$ cat config.mk
export PLATFORM = sky130hd
export DESIGN_NAME = pixel_tap_serializer
export DESIGN_NICKNAME = d
export VERILOG_FILES = /design/src/rtl/pixser_pkg.sv /design/src/rtl/pixser_ctrl.sv /design/src/rtl/pixser_datapath.sv /design/src/rtl/pixel_tap_serializer.sv
export SDC_FILE = /design/constraint.sdc
export NUM_CORES = 1
export LEC_CHECK = 0
export ABC_CLOCK_PERIOD_IN_PS = 2700
export BUFFER_PORTS_ARGS = -buffer_cell sky130_fd_sc_hd__buf_2
export CORE_AREA = 2 2 98 100
export CTS_BUF_LIST = sky130_fd_sc_hd__clkbuf_4 sky130_fd_sc_hd__clkbuf_8 sky130_fd_sc_hd__clkbuf_16
export DETAILED_ROUTE_END_ITERATION = 10
export DIE_AREA = 0 0 100 102
export HOLD_SLACK_MARGIN = 0.08
export PLACE_DENSITY = 0.82
export SKIP_CTS_REPAIR_TIMING = 1
export SLEW_MARGIN = 20
export SYNTH_ARGS = -nofsm -noshare
export SYNTH_HDL_FRONTEND = slang
export SYNTH_SLANG_ARGS = --single-unit
$ cat constraint.sdc
create_clock -name clk -period 2.7 [get_ports clk]
set_input_delay 0.27 -clock clk [delete_from_list [all_inputs] [get_ports clk]]
set_output_delay 0.27 -clock clk [all_outputs]
set_load 0.02 [all_outputs]
$ cat src/rtl/pixser_pkg.sv
package pixser_pkg;
  parameter int LANES_P = 5;
  parameter int PIX_W_P = 8;
  parameter int SEL_W_P = $clog2(LANES_P);

  // strobes from the controller to the datapath, one set per cycle
  typedef struct packed {
    logic                emit;     // a pixel is selected this cycle
    logic                hiSel;    // second-level select: high-byte mux
    logic [SEL_W_P-1:0]  laneSel;  // first-level select: lane index
  } dpCtrl_t;
endpackage

$ cat src/rtl/pixser_ctrl.sv
module pixser_ctrl
  import pixser_pkg::*;
#(
  parameter int LANES = LANES_P
) (
  input  logic             clk,
  input  logic             rstN,
  input  logic [LANES-1:0] laneEmpty,
  input  logic             headLval,
  output logic [LANES-1:0] laneRd,
  output dpCtrl_t          dpCtrl,
  output logic             inIdle
);
  localparam int POS_W = $clog2(2 * LANES);
  localparam logic [POS_W-1:0] LAST_POS = POS_W'(2 * LANES - 1);

  typedef enum logic [1:0] {S_IDLE, S_RUN, S_DRAIN} state_t;

  state_t             state;
  logic [LANES-1:0]   vld;
  logic [LANES-1:0]   clrMask;
  logic               lv0;
  logic [POS_W-1:0]   pos;
  logic [SEL_W_P-1:0] curLane;
  logic               allReady;
  logic               atGroupStart;
  logic               isEnd;
  logic               emit;

  always_comb begin
    allReady     = ~|laneEmpty;
    curLane      = SEL_W_P'(pos >> 1);
    atGroupStart = (pos == '0);
    isEnd        = (state == S_RUN) && atGroupStart && vld[0] && !lv0;
    emit         = (state == S_RUN) && vld[curLane] && !(atGroupStart && !lv0);
    clrMask      = '0;
    if (emit && pos[0]) clrMask[curLane] = 1'b1;
    if (state == S_IDLE) laneRd = allReady ? '1 : '0;
    else                 laneRd = ~vld & ~laneEmpty;
    dpCtrl.emit    = emit;
    dpCtrl.hiSel   = pos[0];
    dpCtrl.laneSel = curLane;
    inIdle         = (state == S_IDLE);
  end

  always_ff @(posedge clk or negedge rstN) begin
    if (!rstN) begin
      state <= S_IDLE;
      vld   <= '0;
      lv0   <= 1'b0;
      pos   <= '0;
    end else begin
      case (state)
        S_IDLE: begin
          if (allReady) begin
            state <= S_RUN;
            vld   <= '1;
            lv0   <= headLval;
            pos   <= '0;
          end
        end
        S_RUN: begin
          vld <= (vld | laneRd) & ~clrMask;
          if (laneRd[0]) lv0 <= headLval;
          if (emit) pos <= (pos == LAST_POS) ? '0 : pos + 1'b1;
          if (isEnd) state <= S_DRAIN;
        end
        default: begin
          if (&vld) begin
            state <= S_IDLE;
            vld   <= '0;
          end else begin
            vld <= vld | laneRd;
          end
        end
      endcase
    end
  end
endmodule

$ cat src/rtl/pixser_datapath.sv
module pixser_datapath
  import pixser_pkg::*;
#(
  parameter int LANES = LANES_P,
  parameter int PIX_W = PIX_W_P
) (
  input  logic                     clk,
  input  logic                     rstN,
  input  logic [LANES*2*PIX_W-1:0] laneData,
  input  logic [LANES-1:0]         laneLoad,
  input  dpCtrl_t                  dpCtrl,
  output logic [PIX_W-1:0]         pixOut,
  output logic                     lineValidOut
);
  localparam int PAIR_W = 2 * PIX_W;

  logic [PAIR_W-1:0] pairReg [LANES];
  logic [PIX_W-1:0]  loMux;
  logic [PIX_W-1:0]  hiMux;
  logic [PIX_W-1:0]  tapMux;

  for (genvar k = 0; k < LANES; k++) begin : g_lane
    always_ff @(posedge clk or negedge rstN) begin
      if (!rstN)           pairReg[k] <= '0;
      else if (laneLoad[k]) pairReg[k] <= laneData[k*PAIR_W +: PAIR_W];
    end
  end

  always_comb begin
    loMux  = pairReg[dpCtrl.laneSel][PIX_W-1:0];
    hiMux  = pairReg[dpCtrl.laneSel][PAIR_W-1:PIX_W];
    tapMux = dpCtrl.hiSel ? hiMux : loMux;
  end

  always_ff @(posedge clk or negedge rstN) begin
    if (!rstN) begin
      pixOut       <= '0;
      lineValidOut <= 1'b0;
    end else begin
      lineValidOut <= dpCtrl.emit;
      if (dpCtrl.emit) pixOut <= tapMux;
    end
  end
endmodule

$ cat src/rtl/pixel_tap_serializer.sv
module pixel_tap_serializer
  import pixser_pkg::*;
#(
  parameter int LANES = LANES_P,
  parameter int PIX_W = PIX_W_P
) (
  input  logic                     clk,
  input  logic                     rstN,
  input  logic [LANES*2*PIX_W-1:0] laneData,
  input  logic [LANES-1:0]         laneEmpty,
  input  logic                     headLval,
  output logic [LANES-1:0]         laneRd,
  output logic [PIX_W-1:0]         pixOut,
  output logic                     lineValidOut
);
  dpCtrl_t dpCtrl;
  logic    inIdle;

  pixser_ctrl #(.LANES(LANES)) u_ctrl (
    .clk      (clk),
    .rstN     (rstN),
    .laneEmpty(laneEmpty),
    .headLval (headLval),
    .laneRd   (laneRd),
    .dpCtrl   (dpCtrl),
    .inIdle   (inIdle)
  );

  pixser_datapath #(.LANES(LANES), .PIX_W(PIX_W)) u_dp (
    .clk         (clk),
    .rstN        (rstN),
    .laneData    (laneData),
    .laneLoad    (laneRd),
    .dpCtrl      (dpCtrl),
    .pixOut      (pixOut),
    .lineValidOut(lineValidOut)
  );
endmodule

==> results of run 1 <==
==> final timing paths <==
kind,slack (ps),cells after the start,end,from
max in group asynchronous,1600,3,u_dp.pixOut[4],rstN
min reg2reg,510,1,u_dp.pairReg[57],u_dp.pairReg[57]
max reg2reg,70,5,u_dp.pixOut[3],u_ctrl.pos[2]
max,70,5,u_dp.pixOut[3],u_ctrl.pos[2]
min,120,2,u_dp.pairReg[51],laneData[19]
min in group asynchronous,380,2,u_dp.pairReg[58],rstN
==> placed cells by master (no fill, tap or decap), types with 2 or more instances in the layout <==
master	netlist	layout
a21boi_0	2	2
a21oi_1	22	22
a22oi_1	8	8
a31oi_1	4	4
buf_2	5	100
buf_4	1	17
clkbuf_8	0	10
clkinv_4	0	2
dfrtp_1	101	101
inv_1	3	3
inv_6	0	2
mux2_2	96	96
mux2_4	9	9
mux2i_1	11	11
nand2_1	19	19
nand2b_1	3	3
nand3_1	2	2
nand3b_1	8	8
nor2_1	21	21
nor2b_1	6	6
nor3_1	2	2
nor3b_1	9	9
nor4_1	2	2
o21ai_0	18	18
o31ai_2	4	3
o32a_1	8	8
==> per-stage QoR <==
step           hold WS, ps  total power, uW  setup WS [ps]  utilization  TNS, ps
2_1_floorplan       -25.59             1741          728.4            -        0
3_3_place_gp         229.3             1858          292.7       0.6118        0
3_5_place_dp         234.6             1873          148.3       0.6118        0
4_1_cts             -163.5             2890         -183.2       0.6353   -196.0
5_1_grt              122.2             2983          8.270       0.6375        0
6_report             120.2             2874          70.65       0.6375        0
==> state kept, by name (all words and copies together) (netlist names) <==
| name | cells |
|---|---|
| u_dp.pairReg | 80 |
| u_dp.pixOut | 8 |
| u_ctrl.vld | 5 |
| u_ctrl.pos | 4 |
| u_ctrl.state | 2 |
| u_ctrl.lv0 | 1 |
| u_dp.lineValidOut | 1 |
==> worst max-delay path: cells and delay by family (launching register included) <==
kind            cells  cell delay (ps)
simple gates        2             1340
mux                 1              430
compound gates      2              220
flops               1              510
==> layer usage <==
layer	vias up	global-route usage	wire, um
met1	1808	0.3339	5232
met3	19	0.04651	742
met2	134	0.3940	5627
li1	1667	-	-
met5	-	0	0
met4	0	0.09589	243
==> kinds of logic (layout without fill, tap and decap cells) <==
| group | Yosys count | in the layout | share of synthesized area |
|---|---|---|---|
| multiplexers | 116 | 116 | 0.2673 |
| AO/OA/AOI/OAI | 73 | 73 | 0.09809 |
| flip-flops | 101 | 101 | 0.5093 |
| AND/OR/NAND/NOR | 82 | 82 | 0.09153 |
| buffers and inverters | 29 | 137 | 0.03379 |
==> power breakdown <==
part           internal, uW  total [uW]  switching, uW
combinational           125         211           85.7
clock                   471        1030            561
sequential             1590        1630           42.4
==> area by class of cell <==
cell class	instances	share of cell area
flip-flops and latches	101	0.4353
multi-input cells	271	0.3922
repair buffers	118	0.1099
well taps	111	0.02392
clock buffers	10	0.02370
clock inverters	6	0.01314
inverters	3	0.001939
==> results_dict.tcl, run 1 <==
set metrics [dict create \
    outcome "finished clean" \
    tightest_slew_ps 1008 \
    core_area_sq_um 9109 \
    regArea_sq_um 2527 \
    crit_fanout 13 \
    firstDrtPassIters 4 \
    overflow 0 \
    cts_root_buffer "clkbuf_8" \
    synth_area_sq_um 4962 \
    synth_ff_type "dfrtp_1" \
    p_leak_uw 0.002737 \
    synth_edf_count 0 \
    rsz0062_at_grt "false" \
    gp_congestion 0.8351 \
    yosysTopAreaCellShare 0.5093 \
    cts_made_buffers 9 \
    synth_seq_cells 101 \
    cp_slowest_cell "nor3_2" \
    grt_pass1_vias 3708 \
    synth_area_leaders "dfrtp_1 (51%), mux2_2 (22%), mux2_4 (2.7%), a21oi_1 (2.2%), mux2i_1 (2.2%)" \
    grt_pass1_wl_mm 19.22 \
    period_minus_slack_ps 2629 \
    synth_nets 489 \
    clock_sinks 101 \
    required_ps 2950 \
    worstSetupStartpointType "register" \
    cts_tree "done" \
    worst_path_largest_cell_delay_ps 830 \
    ys_top_cells_by_count "dfrtp_1 (101), mux2_2 (96), a21oi_1 (22), nor2_1 (21), nand2_1 (19)" \
    fmax_mhz 380.3 \
    drtAntennaViolNets 0 \
    drt-initial-drc-count 305 \
    finalSetupViolCount 0 \
    final.fill_count 719 \
    h-tree-depth 3 \
    hold_path.class "in2reg" \
    arrival_ps 2880 \
    clk_latency_ps 370 \
    multi_input_area_sq_um 2277 \
    die_area_sq_um 10200 \
    ys_types 44 \
    finalNetCount 592 \
    n_antenna_cell 0 \
    clk_path_buf_depth 2 \
    area_delta_synth_final_pct 17.02 \
    synth.most_common_cell "dfrtp_1" \
    placed_cell_area_sq_um 5573 \
    synth_top_area_cell "dfrtp_1" \
    rows 35 \
    maxSlewViolCount 0 \
    crit_chain "or4b_1 -> o21ai_0 -> a21oi_1 -> nor3_2 -> mux2_2" \
    relSlewSlack 0.3241 \
    fin_skew_ps 14.44 \
    die_h_um 102 \
    cp-end-kind "register" \
    hpwl_mm 8.506 \
    hold_viol_final 0 \
    stdcell_count 620 \
    grt_use_total 0.2452 \
    power_density_nw_per_um2 494.9 \
    async_flop_share 1.000 \
    start_util 0.5448 \
    placement.io_buffers 101 \
    min_period_over_period 0.9738 \
    synthCells 401 \
    ys_warn_count 0 \
    drive_above_1_share 0.4912 \
    antenna_found_initial 1 \
    die_w_um 100 \
    post_drt_wl_per_cell_um 19.11 \
    clkSlewWorstSetupHoldPaths_ps 110 \
    max-vdd-ir-drop_uv 338.9 \
    num_io_pins 102 \
    drc_errors 0 \
    ys_seq_area_frac 0.5093 \
    vias_per_cell 5.852 \
    place_inst 603 \
    postSynthAreaPerCell_sq_um 12.37 \
    drv_cap 0 \
    routed_wl_mm 11.85 \
    crit_type "reg2reg" \
    finalInstanceArea_sq_um 5807 \
    grt_start_max_net_pins 34 \
    dr_total_vias 3628 \
]
No activity file was read; power rests on OpenSTA's default activity.
==> run 2, diff against run 1 <==
--- a/config.mk
+++ b/config.mk
@@ -7,12 +7,12 @@
 export LEC_CHECK = 0
 export ABC_CLOCK_PERIOD_IN_PS = 2700
 export BUFFER_PORTS_ARGS = -buffer_cell sky130_fd_sc_hd__buf_2
-export CORE_AREA = 2 2 98 100
+export CORE_AREA = 2 2 132 134
 export CTS_BUF_LIST = sky130_fd_sc_hd__clkbuf_4 sky130_fd_sc_hd__clkbuf_8 sky130_fd_sc_hd__clkbuf_16
 export DETAILED_ROUTE_END_ITERATION = 10
-export DIE_AREA = 0 0 100 102
+export DIE_AREA = 0 0 134 136
 export HOLD_SLACK_MARGIN = 0.08
-export PLACE_DENSITY = 0.82
+export PLACE_DENSITY = 0.51
 export SKIP_CTS_REPAIR_TIMING = 1
 export SLEW_MARGIN = 20
 export SYNTH_ARGS = -nofsm -noshare
==> constraint.sdc (replaced) <==
create_clock -name clk -period 2.7 [get_ports clk]
set_input_delay 0.54 -clock clk [delete_from_list [all_inputs] [get_ports clk]]
set_output_delay 0.54 -clock clk [all_outputs]
set_load 0.02 [all_outputs]
==> run 2 against run 1 <==
Effect of this change:
- count of clock-buffer cells in the layout unchanged
- first-iteration DRC count down 33%
- combinational power hardly changed
- critical endpoint is now laneRd[3]
- largest power group unchanged
==> results_dict.tcl, run 2 (synthesis results as in run 1) <==
set metrics [dict create \
    pwr-share-seq 0.503 \
    drive_above_1_share 0.4932 \
    clk_path_buf_depth 2 \
    drv_cap 0 \
    core_area_sq_um 16880 \
    routed_wl_mm 12.96 \
    cts_made_buffers 9 \
    placed_cell_area_sq_um 5772 \
    drc_errors 0 \
    cts_tree "done" \
    p_sw_uw 701.4 \
    largest_register_ffs 80 \
    pre_cts_slack_ps 201.8 \
    die_area_sq_um 18220 \
    reg2regPathDepth 6 \
    grt_start_max_net_pins 48 \
    rows 48 \
    top_register "u_dp.pairReg" \
    clk_latency_ps 350 \
    hpwl_mm 9.666 \
    finalSetupViolCount 0 \
    hold_viol_final 0 \
    outcome "finished clean" \
    required_ps 2160 \
    grt_use_total 0.1477 \
    post_drt_wl_per_cell_um 17.61 \
    internal_power_uw 2536 \
    combPwrFrac 0.066 \
    layout_common_cells "dfrtp_1 (101), buf_2 (100), mux2_2 (96), a21oi_1 (22), nor2_1 (21)" \
    p_total_uw 3237 \
    area_delta_synth_final_pct 22.87 \
    vias_per_cell 4.818 \
    fin_tns_setup_ps 0 \
    tightest_slew_ps 689.1 \
    dr_total_vias 3546 \
    power_density_nw_per_um2 530.9 \
    h-tree-depth 3 \
    antenna_found_initial 2 \
    multi_input_area_sq_um 2281 \
    die_w_um 134 \
    firstDrtPassIters 4 \
    largest_registers "u_dp.pairReg x80, u_dp.pixOut x8, u_ctrl.vld x5" \
    period_minus_slack_ps 2502 \
    final.fill_count 1668 \
    hold_path.class "in2async" \
    crit_fanout 10 \
    worstSetupStartpointType "input port" \
    num_io_pins 102 \
    cts_root_buffer "clkbuf_16" \
    grt_pass1_wl_mm 20.45 \
    p_leak_uw 0.002795 \
    crit_type "in2out" \
    drt-initial-drc-count 203 \
    clkSlewWorstSetupHoldPaths_ps 70 \
    die_h_um 136 \
    start_util 0.2940 \
    relSlewSlack 0.5406 \
    max-vdd-ir-drop_uv 284.3 \
    placement.io_buffers 101 \
    n_antenna_cell 0 \
    worst_slack_ps 198.1 \
    grt_pass1_vias 3754 \
    drtAntennaViolNets 0 \
    min_period_over_period 0.9266 \
    cp-end-kind "output pin" \
    fmax_mhz 399.7 \
    arrival_ps 1960 \
    finalNetCount 594 \
    clock_sinks 101 \
    rsz0062_at_grt "false" \
    fin_skew_ps 6.941 \
    regArea_sq_um 2527 \
    p_sw_frac 0.2167 \
    gp_congestion 0.8558 \
    final_core_util 0.3613 \
    maxSlewViolCount 0 \
    overflow 0 \
    finalInstanceArea_sq_um 6097 \
    clkPwrFrac 0.431 \
    layout_commonest_cell "dfrtp_1" \
]
run 2: cell types whose count changed in the layout (fill, tap and decap cells not counted), sizes merged:
cell         delta
buf             +3
bufinv          +1
clkinv          -1
clkinvlp        +3
dlygate4sd3     -1
inv             -3
run 2: path summary, 6_finish.rpt:
kind | slack [ps] | end | from
worst max-delay path | 200 | laneRd[3] | laneEmpty[3]
worst min-delay path | 140 | u_dp.pairReg[61] | rstN
worst max register to register | 440 | u_dp.pixOut[6] | u_ctrl.pos[2]
worst min register to register | 500 | u_dp.pixOut[5] | u_dp.pixOut[5]
max in group asynchronous | 1890 | u_dp.pairReg[23] | rstN
min in group clk | 420 | u_dp.pairReg[33] | laneData[33]
run 2: power by group through the flow:
stage	clock, uW	combinational (uW)	sequential [uW]
floorplan	0	96.9	1640
detailed placement	0	218	1660
global route	1500	237	1640
CTS	1430	219	1630
finish	1400	212	1630
global placement	0	214	1650
run 2: cell type report:
cell class	count	area share
Sequential cell	101	0.4145
Multi-Input combinational cell	271	0.3741
Timing Repair Buffer	120	0.1108
Tap cell	225	0.04617
Clock buffer	10	0.03817
Clock inverter	6	0.01436
Inverter	3	0.001847
run 2: stage by stage:
stage	hold WS, ps	instances
final	142.3	736
after global routing	177.7	736
after CTS	159.3	736
after detailed placement	490.0	720
after global placement	483.7	720
after floorplan	244.4	401
run 2: critical path: stages:
cell and delay [ps]:
buf_2 120, or4_4 570, nor2_4 130, nand2_4 130, o31ai_2 190, buf_2 270
run 2: metal layers:
metal  vias up  part of all wire  track usage
met4         2             0.014      0.04019
met2        82              0.48       0.2399
met1      1782              0.46       0.1945
li1       1669                 -            -
met5         -           0.00085            0
met3        11             0.047      0.04064
